--- src/rtl/sgi_pkg.sv ---
package sgi_pkg;

    // Field positions of the written word (decoded by sgi_decode)
    localparam int FLD_IRQ_LO  = 0;
    localparam int FLD_LIST_LO = 16;
    localparam int FLD_MODE_LO = 24;
    localparam int LIST_W      = 8;
    localparam int MODE_W      = 2;

    typedef enum logic [MODE_W-1:0] {
        FLT_LIST   = 2'd0,
        FLT_OTHERS = 2'd1,
        FLT_SELF   = 2'd2,
        FLT_RSVD   = 2'd3
    } filt_e;

endpackage

--- src/rtl/sgi_decode.sv ---
module sgi_decode
    import sgi_pkg::*;
#(
    parameter int IRQ_W = 4
) (
    input  logic [31:0]       word,
    output logic [IRQ_W-1:0]  irq,
    output logic [LIST_W-1:0] list,
    output filt_e             mode
);

    always_comb begin
        irq  = word[FLD_IRQ_LO +: IRQ_W];
        list = word[FLD_LIST_LO +: LIST_W];
        mode = filt_e'(word[FLD_MODE_LO +: MODE_W]);
    end

endmodule

--- src/rtl/sgi_target_filter.sv ---
module sgi_target_filter
    import sgi_pkg::*;
#(
    parameter int NCPU = 8,
    parameter int CPUW = (NCPU > 1) ? $clog2(NCPU) : 1,
    parameter int CNTW = $clog2(NCPU + 1)
) (
    input  filt_e             mode,
    input  logic [LIST_W-1:0] list,
    input  logic [CPUW-1:0]   wr_cpu,
    input  logic [CNTW-1:0]   cpu_count,
    output logic [NCPU-1:0]   tgt
);

    logic [NCPU-1:0] active;
    logic [NCPU-1:0] self_oh;
    logic [NCPU-1:0] raw;

    for (genvar i = 0; i < NCPU; i++) begin : g_cpu
        assign active[i]  = (CNTW'(i) < cpu_count);
        assign self_oh[i] = (wr_cpu == CPUW'(i));
    end

    always_comb begin
        unique case (mode)
            FLT_LIST:   raw = list[NCPU-1:0];
            FLT_OTHERS: raw = ~self_oh;
            FLT_SELF:   raw = self_oh;
            default:    raw = '0;
        endcase
        tgt = raw & active;
    end

endmodule

--- src/rtl/sgi_src_bank.sv ---
module sgi_src_bank #(
    parameter int NCPU  = 8,
    parameter int NSGI  = 16,
    parameter int CPUW  = (NCPU > 1) ? $clog2(NCPU) : 1,
    parameter int IRQ_W = $clog2(NSGI),
    localparam int ROW_W = NSGI * NCPU
) (
    input  logic                   clk,
    input  logic                   rst_n,
    input  logic [NCPU-1:0]        set_en,
    input  logic [IRQ_W-1:0]       irq,
    input  logic [CPUW-1:0]        sender,
    output logic [NCPU*ROW_W-1:0]  src_flat
);

    logic [NCPU-1:0] sender_oh;
    assign sender_oh = NCPU'(1) << sender;

    for (genvar d = 0; d < NCPU; d++) begin : g_dest
        logic [NSGI-1:0][NCPU-1:0] row_d, row_q;

        always_comb begin
            row_d = row_q;
            if (set_en[d]) begin
                row_d[irq] = row_q[irq] | sender_oh;
            end
        end

        always_ff @(posedge clk) begin
            if (!rst_n) begin
                row_q <= '0;
            end else begin
                row_q <= row_d;
            end
        end

        assign src_flat[d*ROW_W +: ROW_W] = row_q;
    end

endmodule

--- src/rtl/sgi_dispatch.sv ---
module sgi_dispatch
    import sgi_pkg::*;
#(
    parameter int NCPU  = 8,
    parameter int NSGI  = 16,
    parameter int CPUW  = (NCPU > 1) ? $clog2(NCPU) : 1,
    parameter int CNTW  = $clog2(NCPU + 1),
    parameter int IRQ_W = $clog2(NSGI),
    localparam int SRC_W = NCPU * NSGI * NCPU
) (
    input  logic              clk,
    input  logic              rst_n,
    input  logic              wr_en,
    input  logic [31:0]       wr_data,
    input  logic [CPUW-1:0]   wr_cpu,
    input  logic [CNTW-1:0]   cpu_count,
    output logic [31:0]       rd_data,
    output logic [NCPU-1:0]   pend_set,
    output logic [IRQ_W-1:0]  pend_irq,
    output logic              upd,
    output logic [SRC_W-1:0]  src_mask
);

    typedef struct packed {
        logic [NCPU-1:0]  pend_set;
        logic [IRQ_W-1:0] pend_irq;
        logic             upd;
    } st_t;

    st_t st_d, st_q;

    logic [IRQ_W-1:0]  dec_irq;
    logic [LIST_W-1:0] dec_list;
    filt_e             dec_mode;
    logic [NCPU-1:0]   tgt;
    logic [NCPU-1:0]   set_en;

    sgi_decode #(.IRQ_W(IRQ_W)) u_decode (
        .word (wr_data),
        .irq  (dec_irq),
        .list (dec_list),
        .mode (dec_mode)
    );

    sgi_target_filter #(.NCPU(NCPU), .CPUW(CPUW), .CNTW(CNTW)) u_filter (
        .mode      (dec_mode),
        .list      (dec_list),
        .wr_cpu    (wr_cpu),
        .cpu_count (cpu_count),
        .tgt       (tgt)
    );

    assign set_en = wr_en ? tgt : '0;

    sgi_src_bank #(.NCPU(NCPU), .NSGI(NSGI), .CPUW(CPUW), .IRQ_W(IRQ_W)) u_bank (
        .clk      (clk),
        .rst_n    (rst_n),
        .set_en   (set_en),
        .irq      (dec_irq),
        .sender   (wr_cpu),
        .src_flat (src_mask)
    );

    always_comb begin
        st_d          = '0;
        st_d.upd      = wr_en;
        st_d.pend_set = set_en;
        if (wr_en && (set_en != '0)) begin
            st_d.pend_irq = dec_irq;
        end
    end

    always_ff @(posedge clk) begin
        if (!rst_n) begin
            st_q <= '0;
        end else begin
            st_q <= st_d;
        end
    end

    assign pend_set = st_q.pend_set;
    assign pend_irq = st_q.pend_irq;
    assign upd      = st_q.upd;
    assign rd_data  = '0;

endmodule

--- config.mk ---
export PLATFORM = sky130hd
export DESIGN_NAME = sgi_dispatch
export DESIGN_NICKNAME = d
export VERILOG_FILES = /design/src/rtl/sgi_pkg.sv /design/src/rtl/sgi_decode.sv /design/src/rtl/sgi_target_filter.sv /design/src/rtl/sgi_src_bank.sv /design/src/rtl/sgi_dispatch.sv
export SDC_FILE = /design/constraint.sdc
export NUM_CORES = 2
export LEC_CHECK = 0
export BUFFER_PORTS_ARGS = -buffer_cell sky130_fd_sc_hd__buf_2
export CORE_AREA = 2 2 432 434
export CTS_CLUSTER_DIAMETER = 30
export DETAILED_ROUTE_END_ITERATION = 16
export DIE_AREA = 0 0 434 436
export GPL_TIMING_DRIVEN = 0
export MAX_ROUTING_LAYER = met4
export PLACE_DENSITY_LB_ADDON = 0.2
export SYNTH_ARGS = -nofsm -noshare
export SYNTH_HDL_FRONTEND = slang
export SYNTH_HIERARCHICAL = 1
export SYNTH_SLANG_ARGS = --single-unit
--- constraint.sdc ---
create_clock -name clk -period 5.3 [get_ports clk]
set_input_delay 0.53 -clock clk [delete_from_list [all_inputs] [get_ports clk]]
set_output_delay 0.53 -clock clk [all_outputs]
set_load 0.02 [all_outputs]
==> PnR_summary.wiki <==
{| class="wikitable"
! Metric !! Value
|-
| Endpoint class of the critical path || flip-flop
|-
| Die boundary height || 436 um
|-
| Placed wire-length estimate || 229 mm
|-
| RSZ-0062 raised after global routing || false
|-
| Logic depth of the worst register-to-register path || 4
|-
| Worst Setup Path Type || primary input to flip-flop
|-
| Worst hold-check slack || 0.104 ns
|-
| Number of max-slew violations in the final report || 4
|-
| Worst-Skew Late Latency || 0.94 ns
|-
| Yosys reg bits || 1,037
|-
| Number of buffers added by the clock tree synthesis step || 319
|-
| Critical path's most frequent cell || sky130_fd_sc_hd__buf_4
|-
| Critical path's slowest cell || sky130_fd_sc_hd__clkbuf_1
|-
| Vias per cell || 5.28
|-
| Number of buffers between clock root and the deepest sink || 4
|-
| Total buffers and inverters traversed by the critical path || 4
|-
| Avg WL per Cell || 34.3 um
|-
| Arrival @ worst endpoint || 4.55 ns
|-
| Synth area leaders || sky130_fd_sc_hd__dfxtp_1, sky130_fd_sc_hd__o21ai_0, sky130_fd_sc_hd__a21oi_1, sky130_fd_sc_hd__mux4_2, sky130_fd_sc_hd__mux2i_1
|-
| TritonCTS clock tree || done
|-
| Worst IR Drop VDD || 0.243 mV
|-
| Critical R2R Launch || u_bank/src_flat[204]
|-
| Predominant post-synthesis flop cell || sky130_fd_sc_hd__dfxtp_1
|-
| Yosys warning total || 6
|-
| Area of the placeable core || 0.185 mm2
|-
| Clk_skew || 0.0720 ns
|-
| Via count of the first global-routing pass || 43,900
|-
| Crit share post-route || 71.1%
|-
| Die boundary width || 434 um
|-
| Yosys cell types || 59
|-
| Critical Path RT || 6.08 ns
|-
| Remaining design rule violation count || 0
|-
| Number of cells upsized or downsized after cts || 0
|-
| Share of the synthesized area in the top cell type || 47.5%
|-
| Sequential-to-total area share from yosys stat || 47.5%
|-
| Synthesized area per cell || 9.47 um2
|-
| Final Hold Viols || 0
|-
| Critical path startpoint category || primary input
|-
| Net total in the final layout || 6,071
|-
| Setup tns final || 0 ns
|-
| Register-to-register setup slack || 3.00 ns
|-
| Power density over cell area || 445 mW/mm2
|-
| Fmax achieved || 0.265 GHz
|-
| Setup-failing EPs final || 0
|-
| Delay of the slowest critical-path stage || 1.09 ns
|-
| Deepest level of the CTS H-tree || 5
|-
| Area growth from synthesis to layout || 43.5%
|-
| CTS sink cnt || 1,037
|-
| Total power consumption of the routed design || 0.0280 W
|-
| Synthesized instance count || 4,617
|-
| Maximum number of pins on one net before global-route repair || 17
|-
| Number of enable flip-flop cells after synthesis || 0
|-
| Number of hold buffers added after cts || 5
|-
| Capturing point of the worst reg2reg path || u_bank/src_flat[148]
|-
| Leakage power total || 28.1 nW
|-
| Placed cell areas || 0.0523 mm2
|-
| Clock tree root buffer cell || sky130_fd_sc_hd__clkbuf_16
|-
| Max capacitance violation total || 1
|-
| End point of the worst hold path || pend_set[5]
|-
| Overflow left after global routing || 0
|-
| Number of stages on the worst hold path || 2
|-
| Final design area excluding fillers || 0.0628 mm2
|-
| Hold Startpoint || rst_n
|-
| All-Layer GR Usage || 31.4%
|-
| Number of placed I/O pins || 1,111
|-
| Share of post-route cells with drive strength above 1 || 34.8%
|-
| Setup Buffers After CTS || 0
|-
| Outcome || complete, but fails checks
|-
| Cell type contributing the most total cell area after synthesis || sky130_fd_sc_hd__dfxtp_1
|-
| Area of the die || 0.189 mm2
|-
| Final Wtd Congestion || 0.933
|-
| Share of synthesized flip-flops with an asynchronous set or reset || 0%
|-
| Clock slew seen by the registers of the worst setup and hold paths || 0.04 ns
|-
| Number of design-rule violations left by the first detailed-router iteration || 4,761
|-
| Class of the worst hold path || primary input to flip-flop
|-
| Fill count || 19,400
|-
| Slew at the pin with the worst max-slew slack || 1.62 ns
|-
| Starting density of the core || 23.7%
|-
| Ordered cell list for the critical path || dlygate4sd3_1, buf_4, buf_4, nand3b_1, clkbuf_1, o21ai_0, nor3_2, a21oi_1
|-
| Antenna violations before repair || 22
|-
| Worst slew slack as a fraction of its limit || -8.95%
|-
| Shortest period the worst path allows || 3.77 ns
|-
| Vias || 46,200
|-
| Family with the most delay on the worst path || buffers and inverters
|-
| Drt total wl || 300 mm
|-
| Number of placement rows || 158
|-
| Global-route wire length before repair || 396 mm
|-
| Maximum fanout encountered on the critical timing path || 10
|-
| Post-detailed-route count of antenna-violating nets || 0
|-
| Violations in the final reports || capacitance limit, slew limit
|-
| First-pass iteration count of the detailed router || 6
|-
| Post-synth design cell area || 0.0437 mm2
|-
| Number of buffers inserted by port buffering || 1,045
|}
-- report_power, final --
part | total (W) | internal, W | leakage [nW] | switching (W)
registers | 0.00797 | 0.00791 | 8.36 | 0.0000646
logic | 0.00157 | 0.000370 | 14.6 | 0.00120
clock network | 0.0184 | 0.0130 | 5.13 | 0.00544
total | 0.0280 | 0.0213 | 28.1 | 0.00671
-- state kept, by name, summed over array words and instances (netlist names) --
name and cells:
upd 1, pend_set 8, pend_irq 4, u_bank/src_flat 1024
-- synthesized netlist by cell type (18+ instances only) --
| master | count |
|---|---|
| sky130_fd_sc_hd__mux2i_1 | 233 |
| sky130_fd_sc_hd__o21a_1 | 29 |
| sky130_fd_sc_hd__o211a_1 | 56 |
| sky130_fd_sc_hd__o22ai_1 | 43 |
| sky130_fd_sc_hd__nor3_1 | 44 |
| sky130_fd_sc_hd__nand2_1 | 166 |
| sky130_fd_sc_hd__nor2_2 | 35 |
| sky130_fd_sc_hd__mux4_2 | 119 |
| sky130_fd_sc_hd__a31oi_1 | 45 |
| sky130_fd_sc_hd__nor3b_1 | 23 |
| sky130_fd_sc_hd__mux2_2 | 18 |
| sky130_fd_sc_hd__nor2_1 | 212 |
| sky130_fd_sc_hd__o22ai_2 | 23 |
| sky130_fd_sc_hd__a21boi_1 | 24 |
| sky130_fd_sc_hd__o21ai_0 | 919 |
| sky130_fd_sc_hd__a21oi_1 | 821 |
| sky130_fd_sc_hd__buf_6 | 28 |
| sky130_fd_sc_hd__dfxtp_1 | 1037 |
| sky130_fd_sc_hd__o21ai_1 | 80 |
| sky130_fd_sc_hd__a21boi_0 | 26 |
| sky130_fd_sc_hd__nor3_2 | 82 |
| sky130_fd_sc_hd__buf_2 | 136 |
| sky130_fd_sc_hd__clkbuf_1 | 162 |
| sky130_fd_sc_hd__nor2_4 | 23 |
| sky130_fd_sc_hd__buf_4 | 96 |
-- area by class of cell --
type / count / area (um2) / area share [%]
Sequential cell: 1037 / 20800 / 33.1
Antenna cell: 8 / 20.0 / 0.0319
Clock buffer: 451 / 9330 / 14.9
Clock inverter: 99 / 1080 / 1.72
Multi-Input combinational cell: 3184 / 20700 / 33.0
Inverter: 1 / 3.75 / 0.00598
Timing Repair Buffer: 1060 / 5380 / 8.57
Tap cell: 2480 / 3100 / 4.94
Buffer: 426 / 2370 / 3.78
-- stage by stage --
stage	instances	utilization [%]	worst slack (ns)
5_1_grt	8738	34.0	1.52
2_1_floorplan	4648	-	2.66
3_3_place_gp	8173	28.3	0.444
6_report	8746	34.0	1.53
4_1_cts	8738	34.0	1.59
3_5_place_dp	8183	28.3	0.981
-- routing by layer --
| metal | share of wire, % | track usage [%] | routed length [um] | vias to the layer above |
|---|---|---|---|---|
| met5 | 0 | - | 0 | - |
| met4 | 6.6 | 17.9 | 19700 | 0 |
| met3 | 8.1 | 7.09 | 24200 | 647 |
| met2 | 47 | 49.8 | 141000 | 2651 |
| met1 | 39 | 36.6 | 116000 | 23000 |
| li1 | - | - | - | 19900 |
-- how the worst max path moves through the flow --
stage | from | to | slack (ns) | cells past startpoint
2_1_floorplan | wr_cpu[2] | u_bank/src_flat[73] | 2.66 | 11
3_3_place_gp | wr_cpu[0] | u_bank/src_flat[962] | 0.44 | 6
3_5_place_dp | rst_n | u_bank/src_flat[964] | 0.98 | 6
4_1_cts | wr_data[2] | u_bank/src_flat[422] | 1.59 | 8
5_1_grt | wr_data[2] | u_bank/src_flat[422] | 1.52 | 8
6_report | wr_data[2] | u_bank/src_flat[196] | 1.53 | 8
-- placed cells by master, fill, tap and decap left out, types with 77 or more instances in the layout --
cell type / Yosys / routed
sky130_fd_sc_hd__a21oi_1: 821 / 821
sky130_fd_sc_hd__buf_2: 136 / 1181
sky130_fd_sc_hd__buf_4: 96 / 102
sky130_fd_sc_hd__clkbuf_1: 162 / 202
sky130_fd_sc_hd__clkbuf_16: 0 / 323
sky130_fd_sc_hd__clkbuf_8: 0 / 77
sky130_fd_sc_hd__dfxtp_1: 1037 / 1037
sky130_fd_sc_hd__mux2i_1: 233 / 233
sky130_fd_sc_hd__mux4_2: 119 / 119
sky130_fd_sc_hd__nand2_1: 166 / 166
sky130_fd_sc_hd__nor2_1: 212 / 212
sky130_fd_sc_hd__nor3_2: 82 / 82
sky130_fd_sc_hd__o21ai_0: 919 / 908
sky130_fd_sc_hd__o21ai_1: 80 / 91
-- kinds of logic after synthesis --
kind of cell	synth area share, %
flip-flops	47.5
buffers and inverters	5.40
other	0.00857
AO/OA/AOI/OAI	26.0
AND/OR/NAND/NOR	9.09
multiplexers	12.0
(Power assumes the default switching activity.)
